File: config.mk
export PLATFORM = sky130hd
export DESIGN_NAME = vcode_ctl
export DESIGN_NICKNAME = d
export VERILOG_FILES = /design/src/rtl/vcode_pkg.sv /design/src/rtl/vcode_sync.sv /design/src/rtl/vcode_pulldown.sv /design/src/rtl/vcode_decode.sv /design/src/rtl/vcode_ctl.sv
export SDC_FILE = /design/constraint.sdc
export NUM_CORES = 1
export LEC_CHECK = 0
export BUFFER_PORTS_ARGS = -buffer_cell sky130_fd_sc_hd__buf_4
export CORE_MARGIN = 4
export CORE_UTILIZATION = 55
export DETAILED_ROUTE_END_ITERATION = 8
export GPL_ROUTABILITY_DRIVEN = 0
export PLACE_DENSITY = 0.78
export SLEW_MARGIN = 20
export SYNTH_ARGS = -nofsm -noshare
export SYNTH_HDL_FRONTEND = slang
export SYNTH_SLANG_ARGS = --single-unit
File: constraint.sdc
create_clock -name clk -period 3.4 [get_ports clk]
set_input_delay 0.17 -clock clk [delete_from_list [all_inputs] [get_ports clk]]
set_output_delay 0.17 -clock clk [all_outputs]
set_load 0.01 [all_outputs]
File: src/rtl/vcode_pkg.sv
package vcode_pkg;
  localparam int CODE_W = 4;
  localparam int MV_W   = 12;

  // Set point in millivolts for each control code; code 0 is shutdown.
  function automatic logic [MV_W-1:0] code_to_mv(input logic [CODE_W-1:0] code);
    logic [MV_W-1:0] mv;
    case (code)
      4'd1:    mv = 12'd800;
      4'd2:    mv = 12'd1000;
      4'd3:    mv = 12'd1100;
      4'd4:    mv = 12'd1200;
      4'd5:    mv = 12'd1350;
      4'd6:    mv = 12'd1500;
      4'd7:    mv = 12'd1600;
      4'd8:    mv = 12'd1800;
      4'd9:    mv = 12'd2000;
      4'd10:   mv = 12'd2500;
      4'd11:   mv = 12'd2800;
      4'd12:   mv = 12'd3000;
      4'd13:   mv = 12'd3300;
      4'd14:   mv = 12'd3400;
      4'd15:   mv = 12'd3600;
      default: mv = '0;
    endcase
    return mv;
  endfunction
endpackage

File: src/rtl/vcode_sync.sv
module vcode_sync #(
  parameter int W      = 4,
  parameter int STAGES = 2
) (
  input  logic         clk,
  input  logic         rst_n,
  input  logic [W-1:0] d_async,
  output logic [W-1:0] q_sync
);
  for (genvar b = 0; b < W; b++) begin : g_bit
    logic [STAGES-1:0] chain;
    always_ff @(posedge clk or negedge rst_n) begin
      if (!rst_n) chain <= '0;
      else        chain <= {chain[STAGES-2:0], d_async[b]};
    end
    assign q_sync[b] = chain[STAGES-1];
  end
endmodule

File: src/rtl/vcode_pulldown.sv
module vcode_pulldown #(
  parameter int W = 4
) (
  input  logic         clk,
  input  logic         rst_n,
  input  logic         supply_ok,
  input  logic [W-1:0] code_s,
  output logic [W-1:0] pd_en
);
  logic all_low;
  assign all_low = (code_s == '0);

  for (genvar p = 0; p < W; p++) begin : g_pin
    logic released;
    always_ff @(posedge clk or negedge rst_n) begin
      if (!rst_n)                   released <= 1'b0;
      else if (!supply_ok || all_low) released <= 1'b0;
      else if (code_s[p])           released <= 1'b1;
    end
    assign pd_en[p] = ~released;
  end
endmodule

File: src/rtl/vcode_decode.sv
module vcode_decode
  import vcode_pkg::*;
(
  input  logic              clk,
  input  logic              rst_n,
  input  logic [CODE_W-1:0] code_s,
  output logic              en_o,
  output logic [MV_W-1:0]   setpoint_mv,
  output logic              ss_start
);
  logic active;
  assign active = |code_s;

  always_ff @(posedge clk or negedge rst_n) begin
    if (!rst_n) begin
      en_o        <= 1'b0;
      setpoint_mv <= '0;
      ss_start    <= 1'b0;
    end else begin
      en_o        <= active;
      setpoint_mv <= code_to_mv(code_s);
      ss_start    <= active & ~en_o;
    end
  end
endmodule

File: src/rtl/vcode_ctl.sv
module vcode_ctl
  import vcode_pkg::*;
#(
  parameter int SYNC_STAGES = 2
) (
  input  logic              clk,
  input  logic              rst_n,
  input  logic [CODE_W-1:0] ctl_pins,
  input  logic              supply_ok,
  output logic              en_o,
  output logic [MV_W-1:0]   setpoint_mv,
  output logic [CODE_W-1:0] pd_en,
  output logic              ss_start
);
  logic [CODE_W-1:0] code_s;

  vcode_sync #(.W(CODE_W), .STAGES(SYNC_STAGES)) sync_i (
    .clk     (clk),
    .rst_n   (rst_n),
    .d_async (ctl_pins),
    .q_sync  (code_s)
  );

  vcode_pulldown #(.W(CODE_W)) pd_i (
    .clk       (clk),
    .rst_n     (rst_n),
    .supply_ok (supply_ok),
    .code_s    (code_s),
    .pd_en     (pd_en)
  );

  vcode_decode dec_i (
    .clk         (clk),
    .rst_n       (rst_n),
    .code_s      (code_s),
    .en_o        (en_o),
    .setpoint_mv (setpoint_mv),
    .ss_start    (ss_start)
  );
endmodule

==> impl_metrics.yaml, run 1 <==
route:
  routedWlPerCell_um: 11.6
  wl_um: 1630
  postRouteAntennaNets: 0
  first_pass_iters: 4
  post_drt_via_cell_ratio: 5.09
  vias: 718
  drtIter0Drc: 9
  route.detailed.drc: 0
clock_tree:
  htreeDepth: 1
  cts_sinks: 25
  clk_path_buf_depth: 2
  insertion_delay_ns: 0.31
  cts-resized-gates: 0
  clkSlewWorstSetupHoldPaths_ns: 0.13
  cts_tree: "done"
  ctsRootBufferMaster: "clkbuf_4"
  cts_buffers: 3
grt:
  grt.busiest_layer: "met2"
  grt_usage_pct: 14.3
  antenna_found_initial: 0
  grt_max_degree: 26
  grt_pass1_wl_um: 2820
  first_global_vias: 674
  overflow: 0
  grt_use_met1_pct: 16.3
  grt.met2_usage_pct: 25.2
  use_met3_pct: 3.44
yosys:
  synth-seq-cells: 25
  synth-edff-count: 0
  yosys_warnings: 0
  synth_area_leaders: "dfrtp_1, ha_1, nand2_1"
  ys_seq_area_share_pct: 59.6
  syn_avg_cell_area_um2: 11.8
  syn_area_um2: 1050
  synthCells: 89
  netlist.area_leader.share_pct: 59.6
  synth.most_common_cell: "dfrtp_1"
  yosysUniqueCellTypes: 25
  synth_top_cells_by_count: "dfrtp_1, nand2_1, inv_1"
  synthArstFlopShare_pct: 100
  synth_top_area_cell: "dfrtp_1"
  synth_top_flop_cell: "dfrtp_1"
  syn_nets: 103
floorplan:
  start_util_pct: 59.5
  io_pins: 25
  die_w_um: 51.7
  core_um2: 1760
  die-area_um2: 2670
  rows: 15
  chipHeight_um: 51.7
worst_setup_path:
  crit_type: "reg -> reg"
  worstSetupEndpointType: "flip-flop"
  cp.required_ns: 3.60
  r2r_slack_ns: 1.75
  r2r_start: "sync_i.g_bit[1].chain[1]"
  rr_endpoint: "dec_i.setpoint_mv[2]"
  rr_worst_depth: 3
  cp-start-kind: "flip-flop"
  startpoint: "sync_i.g_bit[1].chain[1]"
  path_max_fanout: 9
  crit_arrival_ns: 1.84
final_layout:
  syn_to_final_growth_pct: 23.4
  antenna_cells: 0
  finalNetCount: 131
  drive_gt1_share_pct: 25.0
pwr:
  leakagePower_nw: 0.639
  p_total_mw: 0.545
  ir_worst_vdd_mv: 0.328
  p_per_area_nw_per_um2: 421
job:
  maxCapViolCount: 0
timing:
  fmax_mhz: 608
  maxSlewHeadroom_pct: 64.4
  grt_setup_unrepaired: "no"
  tightest_slew_ns: 0.535
  fin_skew_ns: 0.00588
  drv_slew: 0
  finalSetupViolations: 0
  fin_crit_ns: 1.65
  finalSetupTns_ns: 0
  finalCritPeriodShare_pct: 48.4
  hold_viol: 0
worst_hold_path:
  hold_path.startpoint: "supply_ok"
  hold_depth: 2
  worstHoldEndpoint: "pd_i.g_pin[2].released"
  hold_path_class: "in -> reg"
placement:
  hpwl_um: 1170
  port_buffers: 23
outcome:
  outcome: "finished, final reports clean"
## cell type report
| type | instances | area, um^2 |
|---|---|---|
| sequential | 25 | 626 |
| fill | 135 | 469 |
| multi-input combinational | 51 | 358 |
| timing repair buffer | 28 | 223 |
| tap | 25 | 31.3 |
| inverter | 8 | 30.0 |
| clock buffer | 3 | 22.5 |
| clock inverter | 1 | 5.00 |
## through the flow
| step | util (%) | hold slack (ns) | setup slack [ns] | instances | area, um^2 |
|---|---|---|---|---|---|
| 6_report | 73.4 | 0.0713 | 1.75 | 141 | 1290 |
| 5_1_grt | 73.4 | 0.0698 | 1.65 | 141 | 1290 |
| 4_1_cts | 73.4 | 0.0709 | 1.76 | 141 | 1290 |
| 3_5_place_dp | 69.0 | 0.0813 | 1.78 | 132 | 1220 |
| 3_3_place_gp | 69.0 | 0.0804 | 1.84 | 132 | 1220 |
| 2_1_floorplan | - | -0.126 | 1.92 | 89 | 1050 |
## flip-flops by register name, indices dropped and copies added (netlist names)
signal / cells
dec_i.ss_start: 1
pd_i.g_pin.released: 4
sync_i.g_bit.chain: 8
dec_i.setpoint_mv: 11
dec_i.en_o: 1
## layout by cell type (no fill, tap or decap)
cell type	Yosys	routed
o311ai_0	2	2
or3b_1	1	1
a22oi_1	1	1
inv_1	8	8
dlygate4sd3_1	0	5
ha_1	7	7
nor2_1	4	4
clkinv_2	0	1
a21boi_0	2	2
conb_1	1	1
clkbuf_4	0	3
mux4_2	1	1
o31ai_1	1	1
mux2_2	1	1
o22ai_1	2	2
nand2_1	10	10
nor2b_1	1	1
buf_4	2	23
o211ai_1	2	2
mux2i_1	2	2
o21a_1	1	1
and3_1	1	1
a21oi_1	4	4
o21ai_0	6	6
dfrtp_1	25	25
nand2b_1	1	1
## per-layer routing
layer / vias to the layer above / wire [um]
li1: 348 / -
met1: 344 / 689
met2: 21 / 815
met3: 5 / 85
met4: 0 / 38
met5: - / 0
## worst max path at each step
| stage | cells after the start | to | slack, ns |
|---|---|---|---|
| after floorplan | 3 | dec_i.setpoint_mv[2] | 1.92 |
| after global placement | 3 | dec_i.setpoint_mv[2] | 1.84 |
| after detailed placement | 3 | dec_i.setpoint_mv[2] | 1.78 |
| after CTS | 3 | dec_i.setpoint_mv[2] | 1.76 |
| after global routing | 5 | pd_i.g_pin[0].released | 1.65 |
| final | 3 | dec_i.setpoint_mv[2] | 1.75 |
## report_power, final
part / leakage, nW / total [mW] / switching (mW) / internal [mW]
Sequential: 0.300 / 0.331 / 0.0128 / 0.318
Combinational: 0.321 / 0.0876 / 0.0421 / 0.0455
Clock: 0.0177 / 0.127 / 0.0826 / 0.0440
## cells by family after synthesis
| kind of cell | Yosys count | share of synthesized area, % |
|---|---|---|
| mux | 4 | 5.12 |
| simple gates | 18 | 7.63 |
| other cells | 1 | 0.357 |
| fa+ha+maj | 7 | 8.34 |
| flops | 25 | 59.6 |
| compound gates | 21 | 12.6 |
| buf+inv | 13 | 6.32 |
## what timing repair did
| action | in CTS | in global routing |
|---|---|---|
| setup endpoints to repair | 0 | 0 |
| endpoints found under the hold margin | 29 | 0 |
| setup buffers | 0 | 0 |
| hold buffers | 5 | 0 |
## critical path, cell delays in order, from the launching register on
cell,delay [ns]
dfrtp_1,0.52
inv_1,0.15
ha_1,0.38
mux4_2,0.47
Power figures use the tool's default switching activity.
==> run 2, diff against run 1 <==
--- a/config.mk
+++ b/config.mk
@@ -5,12 +5,13 @@
 export SDC_FILE = /design/constraint.sdc
 export NUM_CORES = 1
 export LEC_CHECK = 0
+export ABC_AREA = 1
 export BUFFER_PORTS_ARGS = -buffer_cell sky130_fd_sc_hd__buf_4
 export CORE_MARGIN = 4
-export CORE_UTILIZATION = 55
+export CORE_UTILIZATION = 51
 export DETAILED_ROUTE_END_ITERATION = 8
 export GPL_ROUTABILITY_DRIVEN = 0
-export PLACE_DENSITY = 0.78
+export PLACE_DENSITY = 0.73
 export SLEW_MARGIN = 20
 export SYNTH_ARGS = -nofsm -noshare
 export SYNTH_HDL_FRONTEND = slang
==> constraint.sdc (replaced) <==
create_clock -name clk -period 1.6 [get_ports clk]
set_input_delay 0.08 -clock clk [delete_from_list [all_inputs] [get_ports clk]]
set_output_delay 0.08 -clock clk [all_outputs]
set_load 0.01 [all_outputs]
==> impl_metrics.yaml, run 2 <==
worst_setup_path:
  startpoint: "sync_i.g_bit[0].chain[1]"
  cp.depth: 6
  crit_type: "reg -> reg"
  r2r_start: "sync_i.g_bit[0].chain[1]"
  crit_chain: "inv_1 > ha_1 > inv_1 > o21ai_0 > nand2_1 > nand2_1"
  slowest_delay_ns: 0.44
  crit_arrival_ns: 1.59
  worst-path-buf-inv: 2
  endpoint: "dec_i.setpoint_mv[5]"
  cp-start-kind: "flip-flop"
  r2r_slack_ns: 0.26
  rr_worst_depth: 6
  path_delay_family: "flip-flops"
  rr_endpoint: "dec_i.setpoint_mv[5]"
  path_max_fanout: 5
  crit_path_top_delay_cell: "dfrtp_1"
  cp.required_ns: 1.85
  worstSetupEndpointType: "flip-flop"
grt:
  first_global_vias: 758
  grt_pass1_wl_um: 2990
  grt_usage_pct: 14.7
  overflow: 0
  grt_max_degree: 26
  antenna_found_initial: 0
final_layout:
  fin_util_pct: 66.8
  finalNetCount: 152
  syn_to_final_growth_pct: 25.5
  drive_gt1_share_pct: 22.6
  top_regs: "dec_i.setpoint_mv (11), sync_i.g_bit.chain (8), pd_i.g_pin.released (4)"
  layout_commonest_cell: "nand2_1"
  top_register: "dec_i.setpoint_mv"
  nFillCells: 177
  final_cell_mix: "nand2_1, dfrtp_1, buf_4, nor2_1"
  largest_reg_flops: 11
  antenna_cells: 0
clock_tree:
  cts_setup_buffers: 0
  htreeDepth: 1
  cts_buffers: 3
  clk_path_buf_depth: 2
  clkSlewWorstSetupHoldPaths_ns: 0.13
  cts_sinks: 25
  cts_tree: "done"
  insertion_delay_ns: 0.31
  ctsRootBufferMaster: "clkbuf_4"
job:
  maxCapViolCount: 0
pwr:
  internal_power_mw: 0.863
  p_per_area_nw_per_um2: 880
  seqPwrFrac_pct: 60.2
  ir_worst_vdd_mv: 0.636
  switching_share_pct: 25.2
  combPwrFrac_pct: 16.8
  clkPwrFrac_pct: 23.0
  p_sw_mw: 0.290
  leakagePower_nw: 0.704
placement:
  hpwl_um: 1230
  port_buffers: 23
yosys:
  synthArstFlopShare_pct: 100
  synth_top_cells_by_count: "nand2_1, dfrtp_1, nor2_1"
  synth_top_flop_cell: "dfrtp_1"
  synthCells: 107
  yosysUniqueCellTypes: 18
  netlist.area_leader.share_pct: 59.9
  synth-edff-count: 0
  synth.most_common_cell: "nand2_1"
  synth_area_leaders: "dfrtp_1, nand2_1, ha_1"
  yosys_warnings: 0
  synth_top_area_cell: "dfrtp_1"
  synth-seq-cells: 25
  syn_avg_cell_area_um2: 9.76
  syn_area_um2: 1040
  syn_nets: 121
  ys_seq_area_share_pct: 59.9
floorplan:
  start_util_pct: 53.3
  die_w_um: 53.3
  core_um2: 1960
  die-area_um2: 2840
  rows: 16
  chipHeight_um: 53.3
  io_pins: 25
outcome:
  outcome: "finished, final reports clean"
timing:
  drv_slew: 0
  finalSetupTns_ns: 0
  fin_crit_ns: 1.34
  grt_setup_unrepaired: "no"
  finalCritPeriodShare_pct: 83.7
  hold_viol: 0
  fmax_mhz: 747
  finalSetupViolations: 0
  fin_skew_ns: 0.00581
route:
  routedWlPerCell_um: 10.1
  wl_um: 1660
  post_drt_via_cell_ratio: 4.60
  vias: 754
  route.detailed.drc: 0
  first_pass_iters: 3
  postRouteAntennaNets: 0
  drtIter0Drc: 8
worst_hold_path:
  hold_path_class: "in -> reg"
run 2: what timing repair did:
action | CTS | global route
hold endpoints to repair | 29 | 0
hold buffers | 5 | 0
gates resized for setup | 0 | 0
run 2: power by group through the flow:
stage | Sequential, mW | Combinational [mW] | Clock [mW]
2_1_floorplan | 0.720 | 0.0849 | 0
3_3_place_gp | 0.706 | 0.186 | 0
3_5_place_dp | 0.708 | 0.187 | 0
4_1_cts | 0.695 | 0.197 | 0.280
5_1_grt | 0.701 | 0.220 | 0.301
6_report | 0.695 | 0.193 | 0.265
run 2: routing by layer:
metal  vias to the layer above  wire [um]  global-route usage (%)
met3                         2         67                    2.54
met5                         -          0                       0
met2                        16        871                    27.1
met4                         0         14                    7.66
li1                        386          -                       -
met1                       350        707                    15.6
run 2: final cells by class:
| type | count | area, um^2 | area share [%] |
|---|---|---|---|
| multi-input cells | 67 | 347 | 26.4 |
| well taps | 27 | 33.8 | 2.58 |
| repair buffers | 30 | 238 | 18.1 |
| inverters | 11 | 41.3 | 3.15 |
| flip-flops and latches | 25 | 626 | 47.7 |
| clock buffers | 4 | 26.3 | 2.00 |
run 2: worst min-delay path, delay by kind of cell:
family                 cells  cell delay [ns]
buffers and inverters      1             0.11
and+or+nand+nor            2             0.14
run 2: stage by stage:
stage	hold WS, ns	total power [mW]	std cells	setup WS, ns	area, um^2
2_1_floorplan	-0.216	0.805	107	0.364	1040
3_3_place_gp	-0.00880	0.892	155	0.336	1230
3_5_place_dp	-0.00333	0.895	155	0.278	1230
4_1_cts	0.0278	1.17	164	0.250	1310
5_1_grt	0.0427	1.22	164	0.139	1310
6_report	0.0373	1.15	164	0.262	1310
run 2: cells by family after synthesis:
family                   after synthesis  synth area share, %
buffers and inverters                 15                 6.95
adder cells (fa/ha/maj)                7                 8.38
other                                  1                0.359
AO/OA/AOI/OAI                          7                 3.47
flip-flops                            25                 59.9
AND/OR/NAND/NOR                       52                 21.0
run 2: worst min path at each step:
stage	to	cells past startpoint	slack, ns	start
floorplan	dec_i.en_o	0	-0.22	rst_n
global placement	dec_i.setpoint_mv[5]	1	-0.009	rst_n
detailed placement	dec_i.setpoint_mv[1]	1	-0.003	rst_n
CTS	pd_i.g_pin[2].released	3	0.03	supply_ok
global route	pd_i.g_pin[0].released	3	0.04	supply_ok
finish	pd_i.g_pin[3].released	3	0.04	supply_ok
==> run 3, diff against run 2 <==
--- a/config.mk
+++ b/config.mk
@@ -7,11 +7,12 @@
 export LEC_CHECK = 0
 export ABC_AREA = 1
 export BUFFER_PORTS_ARGS = -buffer_cell sky130_fd_sc_hd__buf_4
+export CORE_ASPECT_RATIO = 0.6
 export CORE_MARGIN = 4
-export CORE_UTILIZATION = 51
+export CORE_UTILIZATION = 46
 export DETAILED_ROUTE_END_ITERATION = 8
 export GPL_ROUTABILITY_DRIVEN = 0
-export PLACE_DENSITY = 0.73
+export PLACE_DENSITY = 0.69
 export SLEW_MARGIN = 20
 export SYNTH_ARGS = -nofsm -noshare
 export SYNTH_HDL_FRONTEND = slang
==> constraint.sdc (replaced) <==
create_clock -name clk -period 1.1 [get_ports clk]
set_input_delay 0.055 -clock clk [delete_from_list [all_inputs] [get_ports clk]]
set_output_delay 0.055 -clock clk [all_outputs]
set_load 0.01 [all_outputs]
==> impl_metrics.yaml, run 3 (synthesized netlist as in run 2, its figures left out) <==
outcome:
  outcome: "finished, violations left"
  violations: "negative setup slack"
route:
  drtIter0Drc: 60
  vias: 806
  wl_um: 1930
  first_pass_iters: 4
  route.detailed.drc: 0
  postRouteAntennaNets: 0
  routedWlPerCell_um: 11.1
  post_drt_via_cell_ratio: 4.63
clock_tree:
  htreeDepth: 1
  cts_sinks: 25
  cts_setup_buffers: 0
  clkSlewWorstSetupHoldPaths_ns: 0.08
  insertion_delay_ns: 0.27
  cts_tree: "done"
  ctsRootBufferMaster: "clkbuf_8"
  clk_path_buf_depth: 2
  cts_buffers: 3
placement:
  pre_cts_slack_ns: -0.100
  port_buffers: 23
  hpwl_um: 1380
  place_area_um2: 1310
worst_setup_path:
  r2r_slack_ns: -0.07
  path_max_fanout: 5
  cp-start-kind: "flip-flop"
  rr_worst_depth: 4
  r2r_start: "sync_i.g_bit[1].chain[1]"
  endpoint: "dec_i.setpoint_mv[5]"
  worstSetupEndpointType: "flip-flop"
  cp.required_ns: 1.27
  rr_endpoint: "dec_i.setpoint_mv[5]"
  startpoint: "sync_i.g_bit[1].chain[1]"
  crit_arrival_ns: 1.34
  crit_type: "reg -> reg"
floorplan:
  die-area_um2: 3120
  core_um2: 2160
  start_util_pct: 48.3
  chipHeight_um: 44.9
  die_w_um: 69.5
  io_pins: 25
  rows: 13
final_layout:
  largest_reg_flops: 11
  drive_gt1_share_pct: 39.6
  syn_to_final_growth_pct: 41.6
  nFillCells: 159
  fin_util_pct: 68.4
  layout_commonest_cell: "buf_4"
  design_area_um2: 1480
  top_regs: "dec_i.setpoint_mv (11), sync_i.g_bit.chain (8), pd_i.g_pin.released (4)"
  final_cell_mix: "buf_4, nand2_1, dfrtp_1, nor2_1"
  antenna_cells: 0
  finalNetCount: 159
  top_register: "dec_i.setpoint_mv"
timing:
  hold_viol: 0
  fin_crit_ns: 1.17
  finalSetupTns_ns: -0.347
  setup_ws_ns: -0.0677
  grt_setup_unrepaired: "yes"
  fin_skew_ns: 0.00150
  holdWs_ns: 0.0385
  drv_slew: 0
  finalSetupViolations: 8
  finalCritPeriodShare_pct: 106
  fmax_mhz: 856
grt:
  grt_pass1_wl_um: 3310
  first_global_vias: 750
  use_met3_pct: 5.11
  antenna_found_initial: 0
  grt_max_degree: 26
  grt_use_met1_pct: 17.2
  grt_usage_pct: 13.6
  grt.busiest_layer: "met2"
  overflow: 0
  grt.met2_usage_pct: 23.1
worst_hold_path:
  hold_path_class: "in -> reg"
pwr:
  internal_power_mw: 1.40
  leakagePower_nw: 0.757
  combPwrFrac_pct: 17.9
  p_sw_mw: 0.489
  ir_worst_vdd_mv: 1.12
  switching_share_pct: 25.9
  seqPwrFrac_pct: 53.8
  p_per_area_nw_per_um2: 1280
  clkPwrFrac_pct: 28.3
job:
  maxCapViolCount: 0
==> run 3: cell types whose count changed in the layout (fill, tap and decap cells not counted), sizes merged <==
cell,delta
buf,+7
clkbuf,-1
clkinv,+1
==> run 3: layout make-up <==
class	instances	area, um^2	area share, %
flip-flops and latches	25	629	42.6
multi-input cells	67	427	28.8
inverters	11	48.8	3.30
repair buffers	37	290	19.6
well taps	30	37.5	2.54
clock buffers	3	41.3	2.79
clock inverters	1	5.00	0.338
==> run 3: layer usage <==
layer / part of all wire [%] / wire length [um]
met3: 6.7 / 130
met1: 46 / 891
met5: 0 / 0
met4: 0.52 / 10
met2: 46 / 895
==> run 3: stage by stage <==
step / cells / total power, mW
CTS: 174 / 1.89
floorplan: 107 / 1.18
global route: 174 / 2.00
global placement: 165 / 1.33
detailed placement: 165 / 1.33
finish: 174 / 1.89
==> run 3: how the worst min path moves through the flow <==
stage / start / to / slack, ns / cells past startpoint
2_1_floorplan: rst_n / dec_i.en_o / -0.24 / 0
3_3_place_gp: rst_n / dec_i.setpoint_mv[5] / -0.03 / 1
3_5_place_dp: rst_n / dec_i.setpoint_mv[2] / -0.03 / 1
4_1_cts: supply_ok / pd_i.g_pin[2].released / 0.05 / 3
5_1_grt: supply_ok / pd_i.g_pin[1].released / 0.04 / 3
6_report: supply_ok / pd_i.g_pin[2].released / 0.04 / 3
==> run 3: repair_timing <==
action | 4_1_cts | 5_1_grt
gates cloned | 0 | 0
setup endpoints to repair | 13 | 15
hold buffers | 5 | 0
pin swaps | 3 | 4
hold endpoints to repair | 29 | 0
gates resized for setup | 5 | 16
==> run 3: power groups by stage <==
stage,registers (mW),clock network (mW),logic (mW)
final,1.02,0.536,0.338
after global routing,1.03,0.593,0.377
after CTS,1.01,0.556,0.322
after detailed placement,1.03,0,0.302
after global placement,1.03,0,0.297
after floorplan,1.05,0,0.130
==> run 3: critical path, cell delays in order (launching register included) <==
cell and delay (ns):
dfrtp_2 0.47, ha_2 0.20, or2_1 0.25, nand3_1 0.09
nand2_1 0.05
